### src/rtl/seccode_pkg.sv
package seccode_pkg;

    typedef enum logic [1:0] {
        ST_IDLE,
        ST_VERIFY,
        ST_OPEN,
        ST_BLOCKED
    } sc_state_t;

    typedef enum logic [1:0] {
        OP_NONE,
        OP_UPD,
        OP_CMP,
        OP_RD
    } sc_op_t;

endpackage

### src/rtl/seccode_store.sv
module seccode_store #(
    parameter int CNT_BITS  = 3,
    parameter int BYTE_W    = 8,
    parameter int REF_BYTES = 3,
    parameter int ADDR_W    = 2,
    parameter logic [CNT_BITS-1:0]         CNT_INIT = '1,
    parameter logic [REF_BYTES*BYTE_W-1:0] REF_INIT = '0
) (
    input  logic                        clk,
    input  logic                        rst_n,
    input  logic                        cnt_we,
    input  logic [CNT_BITS-1:0]         cnt_wdata,
    input  logic                        ref_we,
    input  logic [ADDR_W-1:0]           ref_sel,
    input  logic [BYTE_W-1:0]           ref_wdata,
    output logic [CNT_BITS-1:0]         cnt_q,
    output logic [REF_BYTES*BYTE_W-1:0] ref_flat
);

    always_ff @(posedge clk or negedge rst_n) begin
        if (!rst_n) begin
            cnt_q <= CNT_INIT;
        end else if (cnt_we) begin
            cnt_q <= cnt_wdata;
        end
    end

    // One register per reference slot; slot i+1 maps to byte lane i.
    for (genvar gi = 0; gi < REF_BYTES; gi++) begin : g_ref
        logic [BYTE_W-1:0] byte_q;
        always_ff @(posedge clk or negedge rst_n) begin
            if (!rst_n) begin
                byte_q <= REF_INIT[gi*BYTE_W +: BYTE_W];
            end else if (ref_we && ref_sel == ADDR_W'(gi + 1)) begin
                byte_q <= ref_wdata;
            end
        end
        assign ref_flat[gi*BYTE_W +: BYTE_W] = byte_q;
    end

endmodule

### src/rtl/seccode_seq.sv
module seccode_seq
    import seccode_pkg::*;
#(
    parameter int CNT_BITS  = 3,
    parameter int BYTE_W    = 8,
    parameter int REF_BYTES = 3,
    parameter int ADDR_W    = 2,
    parameter logic [CNT_BITS-1:0] CNT_INIT = '1
) (
    input  logic                        clk,
    input  logic                        rst_n,
    input  sc_op_t                      op,
    input  logic [ADDR_W-1:0]           addr,
    input  logic [BYTE_W-1:0]           wdata,
    input  logic [CNT_BITS-1:0]         cnt_q,
    input  logic [REF_BYTES*BYTE_W-1:0] ref_flat,
    output sc_state_t                   state_q,
    output logic                        unlocked,
    output logic                        cmd_done,
    output logic                        cmd_ok,
    output logic                        cnt_we,
    output logic [CNT_BITS-1:0]         cnt_wdata,
    output logic                        ref_we,
    output logic [ADDR_W-1:0]           ref_sel,
    output logic [BYTE_W-1:0]           ref_wdata
);

    localparam logic [ADDR_W-1:0] LAST_STEP  = ADDR_W'(REF_BYTES - 1);
    localparam sc_state_t         RESET_ST   = (CNT_INIT == '0) ? ST_BLOCKED : ST_IDLE;

    sc_state_t             state_d;
    logic [ADDR_W-1:0]     step_q, step_d;
    logic                  ok_d, done_d;
    logic [CNT_BITS-1:0]   and_cnt, cleared;
    logic [ADDR_W:0]       n_clr;
    logic                  ref_hit, addr_is_ref;
    sc_state_t             fail_st, upd_fail_st;

    // Counter bits this update would clear, and how many of them.
    always_comb begin
        and_cnt = cnt_q & wdata[CNT_BITS-1:0];
        cleared = cnt_q & ~wdata[CNT_BITS-1:0];
        n_clr   = '0;
        for (int i = 0; i < CNT_BITS; i++) begin
            n_clr = n_clr + (ADDR_W+1)'(cleared[i]);
        end
    end

    // Match of the guess against the addressed reference slot.
    always_comb begin
        ref_hit     = 1'b0;
        addr_is_ref = 1'b0;
        for (int i = 0; i < REF_BYTES; i++) begin
            if (addr == ADDR_W'(i + 1)) begin
                addr_is_ref = 1'b1;
                if (ref_flat[i*BYTE_W +: BYTE_W] == wdata) begin
                    ref_hit = 1'b1;
                end
            end
        end
    end

    assign fail_st     = (cnt_q == '0)   ? ST_BLOCKED : ST_IDLE;
    assign upd_fail_st = (and_cnt == '0) ? ST_BLOCKED : ST_IDLE;

    // State register.
    always_ff @(posedge clk or negedge rst_n) begin
        if (!rst_n) begin
            state_q <= RESET_ST;
            step_q  <= '0;
        end else begin
            state_q <= state_d;
            step_q  <= step_d;
        end
    end

    // Next state and store write controls.
    always_comb begin
        state_d   = state_q;
        step_d    = step_q;
        ok_d      = 1'b0;
        done_d    = (op == OP_UPD) || (op == OP_CMP);
        cnt_we    = 1'b0;
        cnt_wdata = cnt_q;
        ref_we    = 1'b0;
        ref_sel   = addr;
        ref_wdata = wdata;
        unique case (state_q)
            ST_OPEN: begin
                if (op == OP_UPD) begin
                    ok_d = 1'b1;
                    if (addr == '0) begin
                        cnt_we    = 1'b1;
                        cnt_wdata = wdata[CNT_BITS-1:0];
                    end else if (addr_is_ref) begin
                        ref_we = 1'b1;
                    end
                end else if (op == OP_CMP) begin
                    ok_d = ref_hit;
                end
            end
            ST_BLOCKED: begin
                ok_d = 1'b0;
            end
            ST_IDLE, ST_VERIFY: begin
                if (op == OP_UPD) begin
                    if (addr == '0) begin
                        cnt_we    = 1'b1;
                        cnt_wdata = and_cnt;
                        if (n_clr == (ADDR_W+1)'(1)) begin
                            ok_d    = 1'b1;
                            state_d = ST_VERIFY;
                            step_d  = '0;
                        end else begin
                            state_d = upd_fail_st;
                        end
                    end else begin
                        state_d = fail_st;
                    end
                end else if (op == OP_CMP) begin
                    if (state_q == ST_VERIFY &&
                        addr == ADDR_W'(step_q + ADDR_W'(1)) && ref_hit) begin
                        ok_d = 1'b1;
                        if (step_q == LAST_STEP) begin
                            state_d = ST_OPEN;
                        end else begin
                            step_d = step_q + ADDR_W'(1);
                        end
                    end else begin
                        state_d = fail_st;
                    end
                end
            end
        endcase
    end

    // Registered responses.
    always_ff @(posedge clk or negedge rst_n) begin
        if (!rst_n) begin
            cmd_done <= 1'b0;
            cmd_ok   <= 1'b0;
            unlocked <= 1'b0;
        end else begin
            cmd_done <= done_d;
            cmd_ok   <= ok_d;
            unlocked <= (state_d == ST_OPEN);
        end
    end

endmodule

### src/rtl/seccode_rdport.sv
module seccode_rdport #(
    parameter int CNT_BITS  = 3,
    parameter int BYTE_W    = 8,
    parameter int REF_BYTES = 3,
    parameter int ADDR_W    = 2
) (
    input  logic                        clk,
    input  logic                        rst_n,
    input  logic                        rd_en,
    input  logic [ADDR_W-1:0]           addr,
    input  logic                        unlocked,
    input  logic [CNT_BITS-1:0]         cnt_q,
    input  logic [REF_BYTES*BYTE_W-1:0] ref_flat,
    output logic                        rd_valid,
    output logic [BYTE_W-1:0]           rd_data
);

    logic [BYTE_W-1:0] mux_d;

    always_comb begin
        mux_d = '0;
        if (addr == '0) begin
            mux_d = {{(BYTE_W-CNT_BITS){1'b0}}, cnt_q};
        end else if (unlocked) begin
            for (int i = 0; i < REF_BYTES; i++) begin
                if (addr == ADDR_W'(i + 1)) begin
                    mux_d = ref_flat[i*BYTE_W +: BYTE_W];
                end
            end
        end
    end

    always_ff @(posedge clk or negedge rst_n) begin
        if (!rst_n) begin
            rd_valid <= 1'b0;
            rd_data  <= '0;
        end else begin
            rd_valid <= rd_en;
            if (rd_en) begin
                rd_data <= mux_d;
            end
        end
    end

endmodule

### src/rtl/seccode_unit.sv
module seccode_unit
    import seccode_pkg::*;
#(
    parameter int CNT_BITS  = 3,
    parameter int BYTE_W    = 8,
    parameter int REF_BYTES = 3,
    parameter int ADDR_W    = $clog2(REF_BYTES + 1),
    parameter logic [CNT_BITS-1:0]         CNT_INIT = '1,
    parameter logic [REF_BYTES*BYTE_W-1:0] REF_INIT = 24'h17C35A
) (
    input  logic              clk,
    input  logic              rst_n,
    input  logic              upd_stb,
    input  logic              cmp_stb,
    input  logic              rd_stb,
    input  logic [ADDR_W-1:0] addr,
    input  logic [BYTE_W-1:0] wdata,
    output logic              unlocked,
    output logic              cmd_done,
    output logic              cmd_ok,
    output logic              rd_valid,
    output logic [BYTE_W-1:0] rd_data
);

    sc_op_t                      op;
    sc_state_t                   state_q;
    logic [CNT_BITS-1:0]         cnt_q, cnt_wdata;
    logic [REF_BYTES*BYTE_W-1:0] ref_flat;
    logic                        cnt_we, ref_we;
    logic [ADDR_W-1:0]           ref_sel;
    logic [BYTE_W-1:0]           ref_wdata;

    // One command per cycle: update over compare over read.
    always_comb begin
        if (upd_stb)      op = OP_UPD;
        else if (cmp_stb) op = OP_CMP;
        else if (rd_stb)  op = OP_RD;
        else              op = OP_NONE;
    end

    seccode_store #(
        .CNT_BITS(CNT_BITS), .BYTE_W(BYTE_W), .REF_BYTES(REF_BYTES),
        .ADDR_W(ADDR_W), .CNT_INIT(CNT_INIT), .REF_INIT(REF_INIT)
    ) u_store (
        .clk(clk), .rst_n(rst_n),
        .cnt_we(cnt_we), .cnt_wdata(cnt_wdata),
        .ref_we(ref_we), .ref_sel(ref_sel), .ref_wdata(ref_wdata),
        .cnt_q(cnt_q), .ref_flat(ref_flat)
    );

    seccode_seq #(
        .CNT_BITS(CNT_BITS), .BYTE_W(BYTE_W), .REF_BYTES(REF_BYTES),
        .ADDR_W(ADDR_W), .CNT_INIT(CNT_INIT)
    ) u_seq (
        .clk(clk), .rst_n(rst_n), .op(op), .addr(addr), .wdata(wdata),
        .cnt_q(cnt_q), .ref_flat(ref_flat), .state_q(state_q),
        .unlocked(unlocked), .cmd_done(cmd_done), .cmd_ok(cmd_ok),
        .cnt_we(cnt_we), .cnt_wdata(cnt_wdata),
        .ref_we(ref_we), .ref_sel(ref_sel), .ref_wdata(ref_wdata)
    );

    seccode_rdport #(
        .CNT_BITS(CNT_BITS), .BYTE_W(BYTE_W), .REF_BYTES(REF_BYTES),
        .ADDR_W(ADDR_W)
    ) u_rd (
        .clk(clk), .rst_n(rst_n), .rd_en(op == OP_RD), .addr(addr),
        .unlocked(unlocked), .cnt_q(cnt_q), .ref_flat(ref_flat),
        .rd_valid(rd_valid), .rd_data(rd_data)
    );

endmodule

### config.mk
export PLATFORM = sky130hd
export DESIGN_NAME = seccode_unit
export DESIGN_NICKNAME = d
export VERILOG_FILES = /design/src/rtl/seccode_pkg.sv /design/src/rtl/seccode_store.sv /design/src/rtl/seccode_seq.sv /design/src/rtl/seccode_rdport.sv /design/src/rtl/seccode_unit.sv
export SDC_FILE = /design/constraint.sdc
export NUM_CORES = 1
export LEC_CHECK = 0
export BUFFER_PORTS_ARGS = -buffer_cell sky130_fd_sc_hd__buf_2
export CAP_MARGIN = 20
export CORE_ASPECT_RATIO = 0.6
export CORE_UTILIZATION = 55
export CTS_BUF_LIST = sky130_fd_sc_hd__clkbuf_8 sky130_fd_sc_hd__clkbuf_16
export CTS_CLUSTER_SIZE = 40
export DETAILED_ROUTE_END_ITERATION = 6
export PLACE_DENSITY = 0.75
export SLEW_MARGIN = 20
export SYNTH_ARGS = -nofsm -noshare
export SYNTH_HDL_FRONTEND = slang
export SYNTH_HIERARCHICAL = 1
export SYNTH_SLANG_ARGS = --single-unit
### constraint.sdc
create_clock -name clk -period 3 [get_ports clk]
set_clock_uncertainty 0.05 [all_clocks]
set_input_delay 0.45 -clock clk [delete_from_list [all_inputs] [get_ports clk]]
set_output_delay 0.45 -clock clk [all_outputs]
set_load 0.05 [all_outputs]
==> run summary, run 1 <==
Run status
- run status: completed

Worst setup path
- most used cell along the critical path: sky130_fd_sc_hd__nand2b_1
- launch point of the critical path: u_store/cnt_q[0]
- data arrival time of the critical path: 2710 ps
- type of the worst setup path: reg2reg
- endpoint type of the worst setup path: flop
- highest fanout seen on the critical path: 7
- cells along the critical path: nand2b_1 > fa_1 > nand2b_1 > o31ai_1 > nand2_1 > nor3_1 > nand3_1 > or3b_1
- crit start category: flop
- data required time at the worst endpoint: 3200 ps
- CP delay by family, top: simple AND/OR/NAND/NOR gates
- slowest cell delay on critical path: 610 ps
- Crit-path slowest cell: sky130_fd_sc_hd__dfstp_2
- critical register-to-register path startpoint: u_store/cnt_q[0]
- Crit path buffers/inverters: 0

Final layout
- area used by multi-input combinational logic: 1400 um^2
- most frequent standard cell in the layout excluding fill and tap cells: sky130_fd_sc_hd__dfrtp_1
- highest-count cells in the layout ignoring fill and taps: 28 x sky130_fd_sc_hd__dfrtp_1, 27 x sky130_fd_sc_hd__mux2_2, 26 x sky130_fd_sc_hd__buf_2
- Final Instance Area: 2880 um^2
- number of standard cells in the layout, taps in and fillers out: 330
- register area: 1090 um^2
- area added between synthesis and finish: 6.49%
- diode count: 0
- number of filler instances in the final layout: 393
- layout cells sized above 1: 34.8%
- total number of nets in the final design: 285

Yosys
- number of distinct library cell variants in the gate-level netlist after synthesis: 50
- net count after synthesis: 271
- number of enable-type register cells in the synthesized netlist: 0
- sequential element share of the synthesized area: 40.5%
- top flip-flop cell by instance count after synthesis: sky130_fd_sc_hd__dfrtp_1
- number of synthesized register bits: 43
- Gate Count Post-Synth: 252
- fraction of registers with async set/reset: 100%
- Post-Syn Area per Cell: 10.7 um^2
- number of warnings reported in the yosys synthesis log: 6
- area of the mapped netlist: 2700 um^2

Floorplan
- height of the die: 56.3 um
- Initial Util: 58.2%
- number of standard-cell rows in the floorplan: 19
- die extent in x: 92.5 um
- CORE AREA: 4640 um^2
- die area: 5200 um^2
- count of pins on the block boundary: 27

Routing
- routed wire length per instance: 16.8 um
- Post-route DRC: 0
- detailed-route vias per instance: 5.77
- wire length after detailed routing: 5540 um
- Iter 0 DRT Violations: 185
- number of antenna-violating nets in the routed design: 0
- 1st-pass router iterations: 4
- total vias in the final route: 1904

Clock network
- largest buffer count on any clock path: 2
- number of gates given a new drive strength after cts: 0
- total number of H-tree levels: 2
- clock transition at the registers of the reported paths: 90 ps
- CTS buffer count: 5
- clock tree sinks: 43
- number of setup buffers added after CTS: 0
- CTS tree: done
- clock network latency to the later pin of the worst-skew pair: 300 ps
- Root Driver: sky130_fd_sc_hd__clkbuf_8
- post-cts hold buffer count: 0

STA
- number of pins exceeding their max-slew limit in the final report: 0
- count of endpoints failing hold in the final timing report: 0
- Worst slew margin: 36.4%
- Tightest Pin Transition: 954 ps
- Final Critical Period: 2510 ps
- Setup Viol. Count Final: 0
- unrepaired setup endpoints after global routing: false
- fin crit share: 83.8%
- highest attainable clock frequency: 398 MHz
- worst setup margin: 486 ps
- post-route setup TNS: 0 ps

Placement
- routability congestion estimate from global placement: 0.850
- standard cell area after detailed placement: 2760 um^2
- dpl hpwl: 4010 um
- number of input and output port buffers inserted: 26
- number of placed cells counting well taps: 322
- worst slack, placed: 428 ps

Pwr
- maximum vdd drop: 0.000390 V
- Power per Cell Area: 641 nW/um^2
- total power of the final layout: 1.84 mW
- leakage: 1.22 nW

Hold path
- classification of the worst-slack hold path: in2async

Global routing
- via count of the first global-routing pass: 1656
- number of antenna violations at the first check in global routing: 0
- wire length of the first global-routing pass: 8840 um
- total gr overflow: 0
- GRT Total Usage: 23.3%
- pin count of the biggest net entering global routing: 44

Run
- max-cap violation count: 0

==> path summary, 6_finish.rpt <==
kind | endpoint | slack, ps | depth (start not counted)
min | u_rd/rd_data[3] | 240 | 1
max in group asynchronous | u_store/g_ref[1].byte_q[2] | 2070 | 1
min in group clk | u_store/g_ref[2].byte_q[5] | 430 | 2
max reg2reg | u_seq/step_q[1] | 490 | 8
min reg2reg | u_rd/rd_data[5] | 470 | 2
max | u_seq/step_q[1] | 490 | 8
==> cell families after synthesis <==
logic type / synth area share [%]
xor gates and xnor gates: 8.43
muxes: 14.8
adders and majority gates: 2.13
and+or+nand+nor: 13.7
DFF: 40.5
buffers and inverters: 7.65
AOI/OAI and AO/OA: 12.7
==> power by group <==
group | switching, mW | internal, mW
combinational | 0.253 | 0.249
clock | 0.204 | 0.248
sequential | 0.136 | 0.753
total | 0.593 | 1.25
==> flip-flops by register name, summed over array words and instances, names as in the netlist <==
| signal | count |
|---|---|
| u_store/g_ref.byte_q | 24 |
| u_rd/rd_data | 8 |
| u_store/cnt_q | 3 |
| u_seq/state_q | 2 |
| u_seq/step_q | 2 |
| u_rd/rd_valid | 1 |
| u_seq/cmd_done | 1 |
| u_seq/cmd_ok | 1 |
| u_seq/unlocked | 1 |
==> through the flow <==
stage / hold WS, ps / util (%)
after floorplan: 104 / -
after global placement: 446 / 59.6
after detailed placement: 464 / 59.6
after CTS: 274 / 62.0
after global routing: 319 / 62.0
final: 240 / 62.0
==> synth_stat cells, types with 4 or more instances <==
cell	instances	area share, %
sky130_fd_sc_hd__nand4_1	4	0.93
sky130_fd_sc_hd__nand2_1	4	0.56
sky130_fd_sc_hd__a211o_1	6	1.9
sky130_fd_sc_hd__xor2_1	6	1.9
sky130_fd_sc_hd__dfrtp_1	28	26
sky130_fd_sc_hd__xnor2_1	20	6.5
sky130_fd_sc_hd__nor3_1	6	1.1
sky130_fd_sc_hd__nand2b_1	5	1.2
sky130_fd_sc_hd__buf_4	12	3.3
sky130_fd_sc_hd__inv_1	12	1.7
sky130_fd_sc_hd__nor2_1	14	1.9
sky130_fd_sc_hd__nor3b_1	4	1.1
sky130_fd_sc_hd__o21ai_0	13	2.4
sky130_fd_sc_hd__mux2i_1	5	1.9
sky130_fd_sc_hd__mux2_2	27	11
sky130_fd_sc_hd__dfstp_2	15	15
sky130_fd_sc_hd__nand3_1	5	0.93
sky130_fd_sc_hd__a21oi_1	16	3.0
==> layer usage <==
layer	global-route usage [%]	vias up	wire, um
li1	-	914	-
met1	38.6	909	2860
met2	28.1	72	2170
met3	5.56	9	417
met4	8.71	0	91
met5	0	-	0
==> area by class of cell <==
cell class                      instances  share of cell area [%]
Inverter                               12                    1.57
Sequential cell                        43                    38.1
Clock inverter                          3                    1.52
Clock buffer                            5                    2.39
Timing Repair Buffer                   28                    5.05
Tap cell                               63                    2.74
Multi-Input combinational cell        176                    48.7
Note: power is estimated with default switching activity, not from simulation.
==> inputs of run 2 (changes only) <==
--- a/config.mk
+++ b/config.mk
@@ -5,14 +5,15 @@
 export SDC_FILE = /design/constraint.sdc
 export NUM_CORES = 1
 export LEC_CHECK = 0
+export ABC_AREA = 1
 export BUFFER_PORTS_ARGS = -buffer_cell sky130_fd_sc_hd__buf_2
 export CAP_MARGIN = 20
 export CORE_ASPECT_RATIO = 0.6
-export CORE_UTILIZATION = 55
+export CORE_UTILIZATION = 54
 export CTS_BUF_LIST = sky130_fd_sc_hd__clkbuf_8 sky130_fd_sc_hd__clkbuf_16
 export CTS_CLUSTER_SIZE = 40
 export DETAILED_ROUTE_END_ITERATION = 6
-export PLACE_DENSITY = 0.75
+export PLACE_DENSITY = 0.76
 export SLEW_MARGIN = 20
 export SYNTH_ARGS = -nofsm -noshare
 export SYNTH_HDL_FRONTEND = slang
==> constraint.sdc (replaced) <==
create_clock -name clk -period 2.17 [get_ports clk]
set_clock_uncertainty 0.05 [all_clocks]
set_input_delay 0.3255 -clock clk [delete_from_list [all_inputs] [get_ports clk]]
set_output_delay 0.3255 -clock clk [all_outputs]
set_load 0.05 [all_outputs]
==> run summary, run 2 <==
Yosys
- dominant cell by count in the synthesized netlist: sky130_fd_sc_hd__nand2_1
- fraction of registers with async set/reset: 100%, unchanged
- area of the mapped netlist: 2920 um^2, +8.1%
- Yosys top cell area share: 24.0%, -1.9 points
- top post-synthesis cells by count: 145 x sky130_fd_sc_hd__nand2_1, 34 x sky130_fd_sc_hd__inv_1, 28 x sky130_fd_sc_hd__dfrtp_1
- net count after synthesis: 417, +54%
- number of synthesized register bits: 43, unchanged
- dominant cells by area after synthesis: sky130_fd_sc_hd__dfrtp_1 24%, sky130_fd_sc_hd__nand2_1 19%, sky130_fd_sc_hd__dfstp_2 14%
- largest area contributor in the netlist: sky130_fd_sc_hd__dfrtp_1
- number of enable-type register cells in the synthesized netlist: 0, unchanged
- top flip-flop cell by instance count after synthesis: sky130_fd_sc_hd__dfrtp_1
- sequential element share of the synthesized area: 37.5%, -3.0 points
- Post-Syn Area per Cell: 7.33 um^2, -32%
- number of distinct library cell variants in the gate-level netlist after synthesis: 36, -28%
- Gate Count Post-Synth: 398, +58%
- number of warnings reported in the yosys synthesis log: 6, unchanged

Floorplan
- count of pins on the block boundary: 27, unchanged
- Initial Util: 56.9%, -1.4 points
- CORE AREA: 5130 um^2, +11%
- number of standard-cell rows in the floorplan: 20, +1
- height of the die: 58.9 um, +4.7%
- die area: 5710 um^2, +9.8%
- die extent in x: 96.9 um, +4.8%

Routing
- wire length after detailed routing: 7290 um, +32%
- Iter 0 DRT Violations: 274, +48%
- number of antenna-violating nets in the routed design: 0, unchanged
- Post-route DRC: 0, unchanged
- total vias in the final route: 2749, +44%
- routed wire length per instance: 14.8 um, -12%
- 1st-pass router iterations: 6, +2
- detailed-route vias per instance: 5.60, -3.0%

Pwr
- proportion of total power due to net switching: 42.4%, +10 points
- combinational share of power: 39.5%, +12 points
- fraction of power consumed by the clock network: 18.2%, -6.3 points
- maximum vdd drop: 0.000528 V, +35%
- leakage: 1.62 nW, +32%
- internal power: 2.07 mW, +66%
- total net switching power: 1.53 mW, +160%
- sequential share of power: 42.3%, -5.9 points
- Power per Cell Area: 1130 nW/um^2, +76%

Final layout
- total number of nets in the final design: 443, +55%
- most frequent standard cell in the layout excluding fill and tap cells: sky130_fd_sc_hd__nand2_1
- area added between synthesis and finish: 9.35%
- largest registers: u_store/g_ref.byte_q (24), u_rd/rd_data (8), u_store/cnt_q (3)
- diode count: 0, unchanged
- Final Instance Area: 3190 um^2, +11%
- layout cells sized above 1: 22.8%, -12 points
- largest register by flop count: u_store/g_ref.byte_q
- highest-count cells in the layout ignoring fill and taps: 145 x sky130_fd_sc_hd__nand2_1, 34 x sky130_fd_sc_hd__inv_1, 28 x sky130_fd_sc_hd__dfrtp_1
- flip-flop count of the largest register, all copies and words added: 24, unchanged

Worst setup path
- Crit-path slowest cell: sky130_fd_sc_hd__fa_1
- data required time at the worst endpoint: 2360 ps, -840 ps
- highest fanout seen on the critical path: 2, -5
- slowest cell delay on critical path: 600 ps, about the same
- data arrival time of the critical path: 2230 ps, -480 ps
- Crit path buffers/inverters: 0, unchanged
- most used cell along the critical path: sky130_fd_sc_hd__nor2_2
- type of the worst setup path: reg2reg
- CP delay by family, top: adder cells
- cells along the critical path: nand2_1 > fa_1 > nor2_2 > o31ai_1 > o21ai_0 > nor2_1 > nor2_2 > nor2_2
- endpoint type of the worst setup path: flop
- crit start category: flop

STA
- Setup Viol. Count Final: 0, unchanged
- worst setup margin: 125 ps, -361 ps
- highest attainable clock frequency: 489 MHz, +23%
- post-route setup TNS: 0 ps, unchanged
- Final Critical Period: 2050 ps, -469 ps
- Tightest Pin Transition: 540 ps, -414 ps
- fin crit share: 94.3%, +10 points
- number of pins exceeding their max-slew limit in the final report: 0, unchanged
- count of endpoints failing hold in the final timing report: 0, unchanged
- unrepaired setup endpoints after global routing: false
- Worst slew margin: 64.0%, +28 points

Placement
- routability congestion estimate from global placement: 0.971, +14%
- dpl hpwl: 5410 um, +35%
- number of input and output port buffers inserted: 26, unchanged
- worst slack, placed: 50.9 ps, -377 ps
- standard cell area after detailed placement: 3070 um^2, +11%

Run
- max-cap violation count: 0, unchanged

Clock network
- largest buffer count on any clock path: 2, unchanged
- CTS buffer count: 5, unchanged
- clock network latency to the later pin of the worst-skew pair: 300 ps, about the same
- number of setup buffers added after CTS: 0, unchanged
- CTS tree: done
- post-cts hold buffer count: 0, unchanged
- clock transition at the registers of the reported paths: 80 ps, about the same
- Root Driver: sky130_fd_sc_hd__clkbuf_8
- total number of H-tree levels: 2, unchanged
- clock tree sinks: 43, unchanged

Global routing
- pin count of the biggest net entering global routing: 44, unchanged
- GRT Total Usage: 26.4%, +3.1 points
- total gr overflow: 0, unchanged
- wire length of the first global-routing pass: 11600 um, +31%
- number of antenna violations at the first check in global routing: 0, unchanged
- via count of the first global-routing pass: 2281, +38%

Run status
- run status: completed

Hold path
- classification of the worst-slack hold path: in2async

[run 2: stage by stage]
step                power [mW]  util [%]  hold WS, ps  instances
floorplan                 2.48         -        -20.1        398
global placement          2.87      59.8          377        483
detailed placement        2.90      59.8          382        483
CTS                       3.57      62.0         54.7        491
global route              3.82      62.2         77.5        491
finish                    3.60      62.2         34.2        491
[run 2: worst paths after layout]
kind                             startpoint                          to  slack (ps)  cells after the start
max                        u_store/cnt_q[1]              u_seq/unlocked         120                      8
min                                   rst_n             u_rd/rd_data[5]          30                      2
max reg2reg                u_store/cnt_q[1]              u_seq/unlocked         120                      8
min reg2reg                 u_rd/rd_data[4]             u_rd/rd_data[4]         430                      2
max in group asynchronous             rst_n  u_store/g_ref[1].byte_q[0]        1650                      2
min in group clk                    upd_stb               u_rd/rd_valid         200                      2
[run 2: metal layers]
| metal | GRT usage, % | part of all wire (%) | wire (um) | vias up |
|---|---|---|---|---|
| li1 | - | - | - | 1327 |
| met1 | 40.3 | 49 | 3570 | 1258 |
| met2 | 36.0 | 40 | 2880 | 144 |
| met3 | 7.96 | 9.8 | 715 | 20 |
| met4 | 6.18 | 1.7 | 121 | 0 |
| met5 | 0 | 0 | 0 | - |
[run 2: power groups by stage]
stage	registers, mW	clock network [mW]	logic, mW
2_1_floorplan	1.63	0	0.849
3_3_place_gp	1.52	0	1.35
4_1_cts	1.51	0.670	1.39
3_5_place_dp	1.51	0	1.39
5_1_grt	1.56	0.700	1.56
6_report	1.52	0.655	1.42
[run 2: area by class of cell]
class | instances | area [um^2]
Clock buffer | 6 | 82.6
Clock inverter | 2 | 35.0
Fill cell | 482 | 1940
Inverter | 46 | 178
Multi-Input combinational cell | 289 | 1480
Sequential cell | 43 | 1090
Tap cell | 66 | 82.6
Timing Repair Buffer | 39 | 240
[run 2: cell families after synthesis]
logic type / Yosys count / share of synthesized area (%)
flops: 43 / 37.5
xor+xnor: 6 / 1.80
simple gates: 241 / 38.3
buf+inv: 66 / 12.3
compound gates: 38 / 8.10
fa+ha+maj: 4 / 1.97
[run 2: timing repair]
item                                    4_1_cts  5_1_grt
endpoints found under the setup margin        0        3
gates resized for setup                       0        2
hold endpoints to repair                      0        0
[run 2: worst reg2reg max path, stage by stage, from the launching register on]
cell	delay, ps
sky130_fd_sc_hd__dfstp_2	530
sky130_fd_sc_hd__nand2_1	70
sky130_fd_sc_hd__fa_1	600
sky130_fd_sc_hd__nor2_2	50
sky130_fd_sc_hd__o31ai_1	200
sky130_fd_sc_hd__o21ai_0	160
sky130_fd_sc_hd__nor2_1	170
sky130_fd_sc_hd__nor2_2	60
sky130_fd_sc_hd__nor2_2	80
